===== src/rtl/ptp_pkg.sv =====
package ptp_pkg;
  typedef enum logic [3:0] {
    A_TIME_LO = 4'd0,
    A_TIME_HI = 4'd1,
    A_STEP    = 4'd2,
    A_TARGET  = 4'd3,
    A_SEL     = 4'd4,
    A_STATUS  = 4'd5,
    A_SLV_LO  = 4'd6,
    A_SLV_HI  = 4'd7,
    A_MST_LO  = 4'd8,
    A_MST_HI  = 4'd9
  } ptp_addr_e;

  localparam int unsigned ST_PPS = 0;
  localparam int unsigned ST_SLV = 1;
  localparam int unsigned ST_MST = 2;
  localparam int unsigned N_CHAN = 2;
  localparam int unsigned CH_SLV = 0;
  localparam int unsigned CH_MST = 1;
endpackage


===== src/rtl/ptp_time_counter.sv =====
module ptp_time_counter #(
  parameter int unsigned DW      = 32,
  parameter int unsigned STEP_RST = 1,
  localparam int unsigned TW     = 2 * DW
) (
  input  logic          clk,
  input  logic          rst_n,
  input  logic          step_wr,
  input  logic          lo_wr,
  input  logic          hi_wr,
  input  logic [DW-1:0] wdata,
  output logic [TW-1:0] time_o,
  output logic [DW-1:0] step_o,
  output logic          commit_o
);
  logic [TW-1:0] time_q;
  logic [DW-1:0] step_q;
  logic [DW-1:0] stage_q;

  function automatic logic [TW-1:0] advance(input logic [TW-1:0] t,
                                            input logic [DW-1:0] s);
    return t + {{DW{1'b0}}, s};
  endfunction

  assign commit_o = hi_wr;

  always_ff @(posedge clk or negedge rst_n) begin
    if (!rst_n) begin
      time_q  <= '0;
      step_q  <= DW'(STEP_RST);
      stage_q <= '0;
    end else begin
      if (step_wr) step_q <= wdata;
      if (lo_wr)   stage_q <= wdata;
      if (hi_wr)   time_q <= {wdata, stage_q};
      else         time_q <= advance(time_q, step_q);
    end
  end

  assign time_o = time_q;
  assign step_o = step_q;
endmodule


===== src/rtl/ptp_pps_compare.sv =====
module ptp_pps_compare #(
  parameter int unsigned DW = 32
) (
  input  logic          clk,
  input  logic          rst_n,
  input  logic          tgt_wr,
  input  logic          clr_req,
  input  logic [DW-1:0] wdata,
  input  logic [DW-1:0] time_lo,
  output logic [DW-1:0] tgt_o,
  output logic          match_o,
  output logic          pps_o
);
  logic [DW-1:0] tgt_q;
  logic          pps_q;

  function automatic logic next_flag(input logic cur, input logic hit,
                                     input logic clr);
    return hit | (cur & ~clr);
  endfunction

  assign match_o = (time_lo == tgt_q);

  always_ff @(posedge clk or negedge rst_n) begin
    if (!rst_n) begin
      tgt_q <= '1;
      pps_q <= 1'b0;
    end else begin
      if (tgt_wr) tgt_q <= wdata;
      pps_q <= next_flag(pps_q, match_o, clr_req);
    end
  end

  assign tgt_o = tgt_q;
  assign pps_o = pps_q;
endmodule


===== src/rtl/ptp_snap_channel.sv =====
module ptp_snap_channel #(
  parameter int unsigned TW          = 64,
  parameter int unsigned SYNC_STAGES = 2
) (
  input  logic          clk,
  input  logic          rst_n,
  input  logic          snap_in,
  input  logic [TW-1:0] time_i,
  input  logic          unlock,
  output logic [TW-1:0] snap_o,
  output logic          valid_o,
  output logic          capture_o
);
  logic [SYNC_STAGES:0] sh_q;
  logic [TW-1:0]        snap_q;
  logic                 valid_q;
  logic                 rise;

  assign rise      = sh_q[SYNC_STAGES-1] & ~sh_q[SYNC_STAGES];
  assign capture_o = rise & ~valid_q;

  always_ff @(posedge clk or negedge rst_n) begin
    if (!rst_n) begin
      sh_q    <= '0;
      snap_q  <= '0;
      valid_q <= 1'b0;
    end else begin
      sh_q <= {sh_q[SYNC_STAGES-1:0], snap_in};
      if (capture_o) begin
        snap_q  <= time_i;
        valid_q <= 1'b1;
      end else if (unlock) begin
        valid_q <= 1'b0;
      end
    end
  end

  assign snap_o  = snap_q;
  assign valid_o = valid_q;
endmodule


===== src/rtl/ptp_assist.sv =====
module ptp_assist #(
  parameter int unsigned DW          = 32,
  parameter int unsigned STEP_RST    = 1,
  parameter int unsigned SYNC_STAGES = 2,
  localparam int unsigned TW         = 2 * DW,
  localparam int unsigned SW         = $clog2(TW)
) (
  input  logic          clk,
  input  logic          rst_n,
  input  logic          reg_wr,
  input  logic          reg_rd,
  input  logic [3:0]    reg_addr,
  input  logic [DW-1:0] reg_wdata,
  output logic [DW-1:0] reg_rdata,
  input  logic          snap_slave,
  input  logic          snap_master,
  output logic          pps_out,
  output logic          test_out
);
  import ptp_pkg::*;

  logic [TW-1:0] time_q;
  logic [DW-1:0] step_q;
  logic [DW-1:0] tgt_q;
  logic          time_commit;
  logic          cmp_match;
  logic          pps_clr;
  logic          pps;
  logic [SW-1:0] sel_q;

  logic [N_CHAN-1:0]         chan_in;
  logic [N_CHAN-1:0]         chan_unlock;
  logic [N_CHAN-1:0]         chan_valid;
  logic [N_CHAN-1:0]         chan_capture;
  logic [N_CHAN-1:0][TW-1:0] chan_snap;

  logic wr_lo, wr_hi, wr_step, wr_tgt, wr_sel;

  assign wr_lo   = reg_wr && (reg_addr == A_TIME_LO);
  assign wr_hi   = reg_wr && (reg_addr == A_TIME_HI);
  assign wr_step = reg_wr && (reg_addr == A_STEP);
  assign wr_tgt  = reg_wr && (reg_addr == A_TARGET);
  assign wr_sel  = reg_wr && (reg_addr == A_SEL);
  assign pps_clr = reg_wr && (reg_addr == A_STATUS) && reg_wdata[ST_PPS];

  assign chan_in[CH_SLV]     = snap_slave;
  assign chan_in[CH_MST]     = snap_master;
  assign chan_unlock[CH_SLV] = reg_rd && (reg_addr == A_SLV_HI);
  assign chan_unlock[CH_MST] = reg_rd && (reg_addr == A_MST_HI);

  ptp_time_counter #(.DW(DW), .STEP_RST(STEP_RST)) u_time (
    .clk(clk), .rst_n(rst_n), .step_wr(wr_step), .lo_wr(wr_lo),
    .hi_wr(wr_hi), .wdata(reg_wdata), .time_o(time_q), .step_o(step_q),
    .commit_o(time_commit)
  );

  ptp_pps_compare #(.DW(DW)) u_pps (
    .clk(clk), .rst_n(rst_n), .tgt_wr(wr_tgt), .clr_req(pps_clr),
    .wdata(reg_wdata), .time_lo(time_q[DW-1:0]), .tgt_o(tgt_q),
    .match_o(cmp_match), .pps_o(pps)
  );

  for (genvar c = 0; c < N_CHAN; c++) begin : g_chan
    ptp_snap_channel #(.TW(TW), .SYNC_STAGES(SYNC_STAGES)) u_snap (
      .clk(clk), .rst_n(rst_n), .snap_in(chan_in[c]), .time_i(time_q),
      .unlock(chan_unlock[c]), .snap_o(chan_snap[c]),
      .valid_o(chan_valid[c]), .capture_o(chan_capture[c])
    );
  end

  always_ff @(posedge clk or negedge rst_n) begin
    if (!rst_n)      sel_q <= '0;
    else if (wr_sel) sel_q <= reg_wdata[SW-1:0];
  end

  assign test_out = time_q[sel_q];
  assign pps_out  = pps;

  always_comb begin
    reg_rdata = '0;
    case (reg_addr)
      A_TIME_LO: reg_rdata = time_q[DW-1:0];
      A_TIME_HI: reg_rdata = time_q[TW-1:DW];
      A_STEP:    reg_rdata = step_q;
      A_TARGET:  reg_rdata = tgt_q;
      A_SEL:     reg_rdata = DW'(sel_q);
      A_STATUS: begin
        reg_rdata[ST_PPS] = pps;
        reg_rdata[ST_SLV] = chan_valid[CH_SLV];
        reg_rdata[ST_MST] = chan_valid[CH_MST];
      end
      A_SLV_LO:  reg_rdata = chan_snap[CH_SLV][DW-1:0];
      A_SLV_HI:  reg_rdata = chan_snap[CH_SLV][TW-1:DW];
      A_MST_LO:  reg_rdata = chan_snap[CH_MST][DW-1:0];
      A_MST_HI:  reg_rdata = chan_snap[CH_MST][TW-1:DW];
      default:   reg_rdata = '0;
    endcase
  end
endmodule


===== config.mk =====
export PLATFORM = sky130hd
export DESIGN_NAME = ptp_assist
export DESIGN_NICKNAME = d
export VERILOG_FILES = /design/src/rtl/ptp_pkg.sv /design/src/rtl/ptp_time_counter.sv /design/src/rtl/ptp_pps_compare.sv /design/src/rtl/ptp_snap_channel.sv /design/src/rtl/ptp_assist.sv
export SDC_FILE = /design/constraint.sdc
export NUM_CORES = 1
export LEC_CHECK = 0
export ABC_CLOCK_PERIOD_IN_PS = 7600
export BUFFER_PORTS_ARGS = -buffer_cell sky130_fd_sc_hd__buf_2
export CORE_MARGIN = 4
export CORE_UTILIZATION = 30
export DETAILED_ROUTE_END_ITERATION = 8
export GPL_TIMING_DRIVEN = 0
export HOLD_SLACK_MARGIN = 0.05
export PLACE_DENSITY = 0.52
export SYNTH_ARGS = -nofsm -noshare
export SYNTH_HDL_FRONTEND = slang
export SYNTH_HIERARCHICAL = 1
export SYNTH_SLANG_ARGS = --single-unit

===== constraint.sdc =====
create_clock -name clk -period 7.6 [get_ports clk]
set_input_delay 0.38 -clock clk [delete_from_list [all_inputs] [get_ports clk]]
set_output_delay 0.38 -clock clk [all_outputs]
set_load 0.05 [all_outputs]

==> impl_results.md <==
* Dpl cell area at 17400 sq um
* Num CTS Buffers at 37
* Vias in the first global route at 12.7k
* Fin. Hold Viols at 0
* Gate Count Post-Synth at 1397
* Post-CTS Setup Bufs at 0
* Iter 0 DRT Violations at 1271
* Routability Congestion at 0.930
* Synthesis-to-layout area growth at 15.6%
* Power Density at 396 nW/um^2
* Crit. End Element: flop
* CP max stage cell: clkbuf_1
* Final setup fails at 0
* Fin area at 18700 sq um
* Initial Util at 30.5%
* Final WL at 58.0 mm
* Final TNS setup at 0 ns
* CTS sink count at 303
* Worst path arrival time at 4.27 ns
* VDD IR max at 147 uV
* Die Wd at 240 um
* H-tree levels at 2
* # DRC at 0
* Worst Slack Setup Final at 3.80 ns
* Height of the chip at 240 um
* # rows at 84
* Pin count of the biggest net entering global routing at 112
* Crit share post-route at 50.0%
* Critical path's largest stage delay at 0.74 ns
* Hold Path Class: in2reg
* WP buf/inv at 5
* Post-CTS Resized at 0
* CP max FO at 10
* RSZ-0062 raised after global routing: false
* Family with the most delay on the worst path: buffers and inverters
* I/O pin count at 76
* Total nets after synthesis at 1472
* Clock Skew at 0.0216 ns
* Clock buffer depth at 3
* Gr ovfl total at 0
* Fmax at 263 MHz
* Clock root buffer master: clkbuf_16
* Cell Area, Synth at 16200 sq um
* Crit-path cells: buf_2 -> nand2b_1 -> nor3_2 -> clkbuf_1 -> and2_1 -> clkbuf_1 -> buf_1 -> clkbuf_1 -> nand2_1 -> o21ai_0
* Via count at 12.5k
* CTS tree: yes
* Slew Viols, Final at 0
* Fillers at 5286
* Most common cell on crit path: clkbuf_1
* Synth warnings at 6
* CP Data Required Time at 8.08 ns
* Status: completed
* First drt pass iteration count at 7
* Hold_buf cts at 3
* Layout cell share with drive strength beyond 1 at 26.2%
* Dpl ws at 3.33 ns
* First-pass GRT wire length at 84.8 mm
* Slew HR at 35.6%
* Initial antenna violation count at 1
* # port buffers at 71
* Static Leakage at 7.53 nW
* Final worst path period need at 3.80 ns
* Gr usage total at 19.9%
* DR WL/cell at 26.0 um
* CP startpoint kind: primary input
* Layout net count at 1587
* Mean area per synthesized cell at 11.6 sq um
* Core area at 53000 sq um
* Drt via density at 5.59
* Worst-path clk slew at 0.06 ns
* Final ANT Viol Nets at 0
* Die footprint at 57700 sq um
* Setup CP Type: in2reg
* Post-DP HPWL at 43.2 mm
* Worst skew pair latency at 0.56 ns
* Worst slew pin tran at 0.959 ns
* Max cap viols at 0
-- registers in the layout (all words and copies together), names as in the netlist --
name,count
g_chan.u_snap/sh_q,6
g_chan.u_snap/snap_o,128
g_chan.u_snap/valid_o,2
sel_q,6
u_pps/pps_o,1
u_pps/tgt_o,32
u_time/stage_q,32
u_time/step_o,32
u_time/time_o,64
-- placed cells by master, fill, tap and decap left out, drive strengths merged, types with 9 or more instances in the layout --
| cell type | instances |
|---|---|
| a21o | 17 |
| and3 | 9 |
| clkbuf | 90 |
| nand4 | 45 |
| xnor2 | 45 |
| o21ai | 78 |
| mux4 | 13 |
| a222oi | 26 |
| clkinv | 10 |
| a221oi | 11 |
| dfstp | 33 |
| a21oi | 43 |
| a211oi | 12 |
| nor4 | 11 |
| buf | 133 |
| ha | 32 |
| a22oi | 63 |
| dfrtp | 270 |
| inv | 17 |
| nor2 | 31 |
| mux2 | 233 |
| xor2 | 48 |
| mux2i | 15 |
| nand2 | 140 |
| nor3 | 16 |
| nand3 | 21 |
-- final cells by class --
class | instances | area, sq um | area share [%]
tap | 688 | 861 | 4.61
multi-input combinational | 985 | 7950 | 42.5
clock inverter | 11 | 66.3 | 0.355
sequential | 303 | 7620 | 40.8
antenna | 1 | 2.50 | 0.0134
clock buffer | 57 | 1140 | 6.12
buffer | 93 | 536 | 2.87
inverter | 16 | 60.1 | 0.321
timing repair buffer | 76 | 450 | 2.41
-- power by group --
group,switching (mW),leakage [nW],internal [mW]
clock,0.727,0.606,1.04
combinational,1.44,3.39,1.12
sequential,0.786,3.53,2.28
total,2.95,7.53,4.44
-- stage by stage --
stage	cells	hold WS [ns]	util [%]	power, mW
floorplan	1397	0.0844	-	4.61
global placement	2156	0.343	32.8	5.51
detailed placement	2158	0.335	32.9	5.59
CTS	2229	0.113	35.3	7.39
global route	2229	0.117	35.3	7.78
finish	2230	0.140	35.3	7.39
-- worst reg2reg max path, delay by kind of cell (launching register included) --
family | cells | cell delay, ns
AO/OA/AOI/OAI | 6 | 1.48
adder cells (fa/ha/maj) | 2 | 0.74
flip-flops | 1 | 0.50
buffers and inverters | 1 | 0.32
XOR/XNOR | 1 | 0.21
AND/OR/NAND/NOR | 1 | 0.18
-- per-layer routing --
layer	GRT usage, %	up-vias	part of all wire, %
met2	30.3	474	44
li1	-	5434	-
met5	0	-	0.021
met4	7.82	2	3.9
met3	3.69	115	6.4
met1	28.1	6437	46
-- final timing paths --
| check | cells after the start | slack, ns | endpoint | from |
|---|---|---|---|---|
| setup / recovery | 10 | 3.80 | u_time/time_o[38]$_DFF_PN0_ | reg_addr[1] |
| hold / removal | 3 | 0.14 | u_time/time_o[59]$_DFF_PN0_ | reg_wdata[27] |
| setup reg to reg | 11 | 4.06 | u_time/time_o[40]$_DFF_PN0_ | u_time/time_o[0]$_DFF_PN0_ |
| hold reg to reg | 0 | 0.35 | g_chan[0].u_snap/sh_q[1]$_DFF_PN0_ | g_chan[0].u_snap/sh_q[0]$_DFF_PN0_ |
| max in group asynchronous | 4 | 5.60 | g_chan[1].u_snap/snap_o[5]$_DFFE_PN0P_ | rst_n |
| min in group asynchronous | 2 | 0.46 | g_chan[1].u_snap/snap_o[58]$_DFFE_PN0P_ | rst_n |
(Power assumes the default switching activity.)
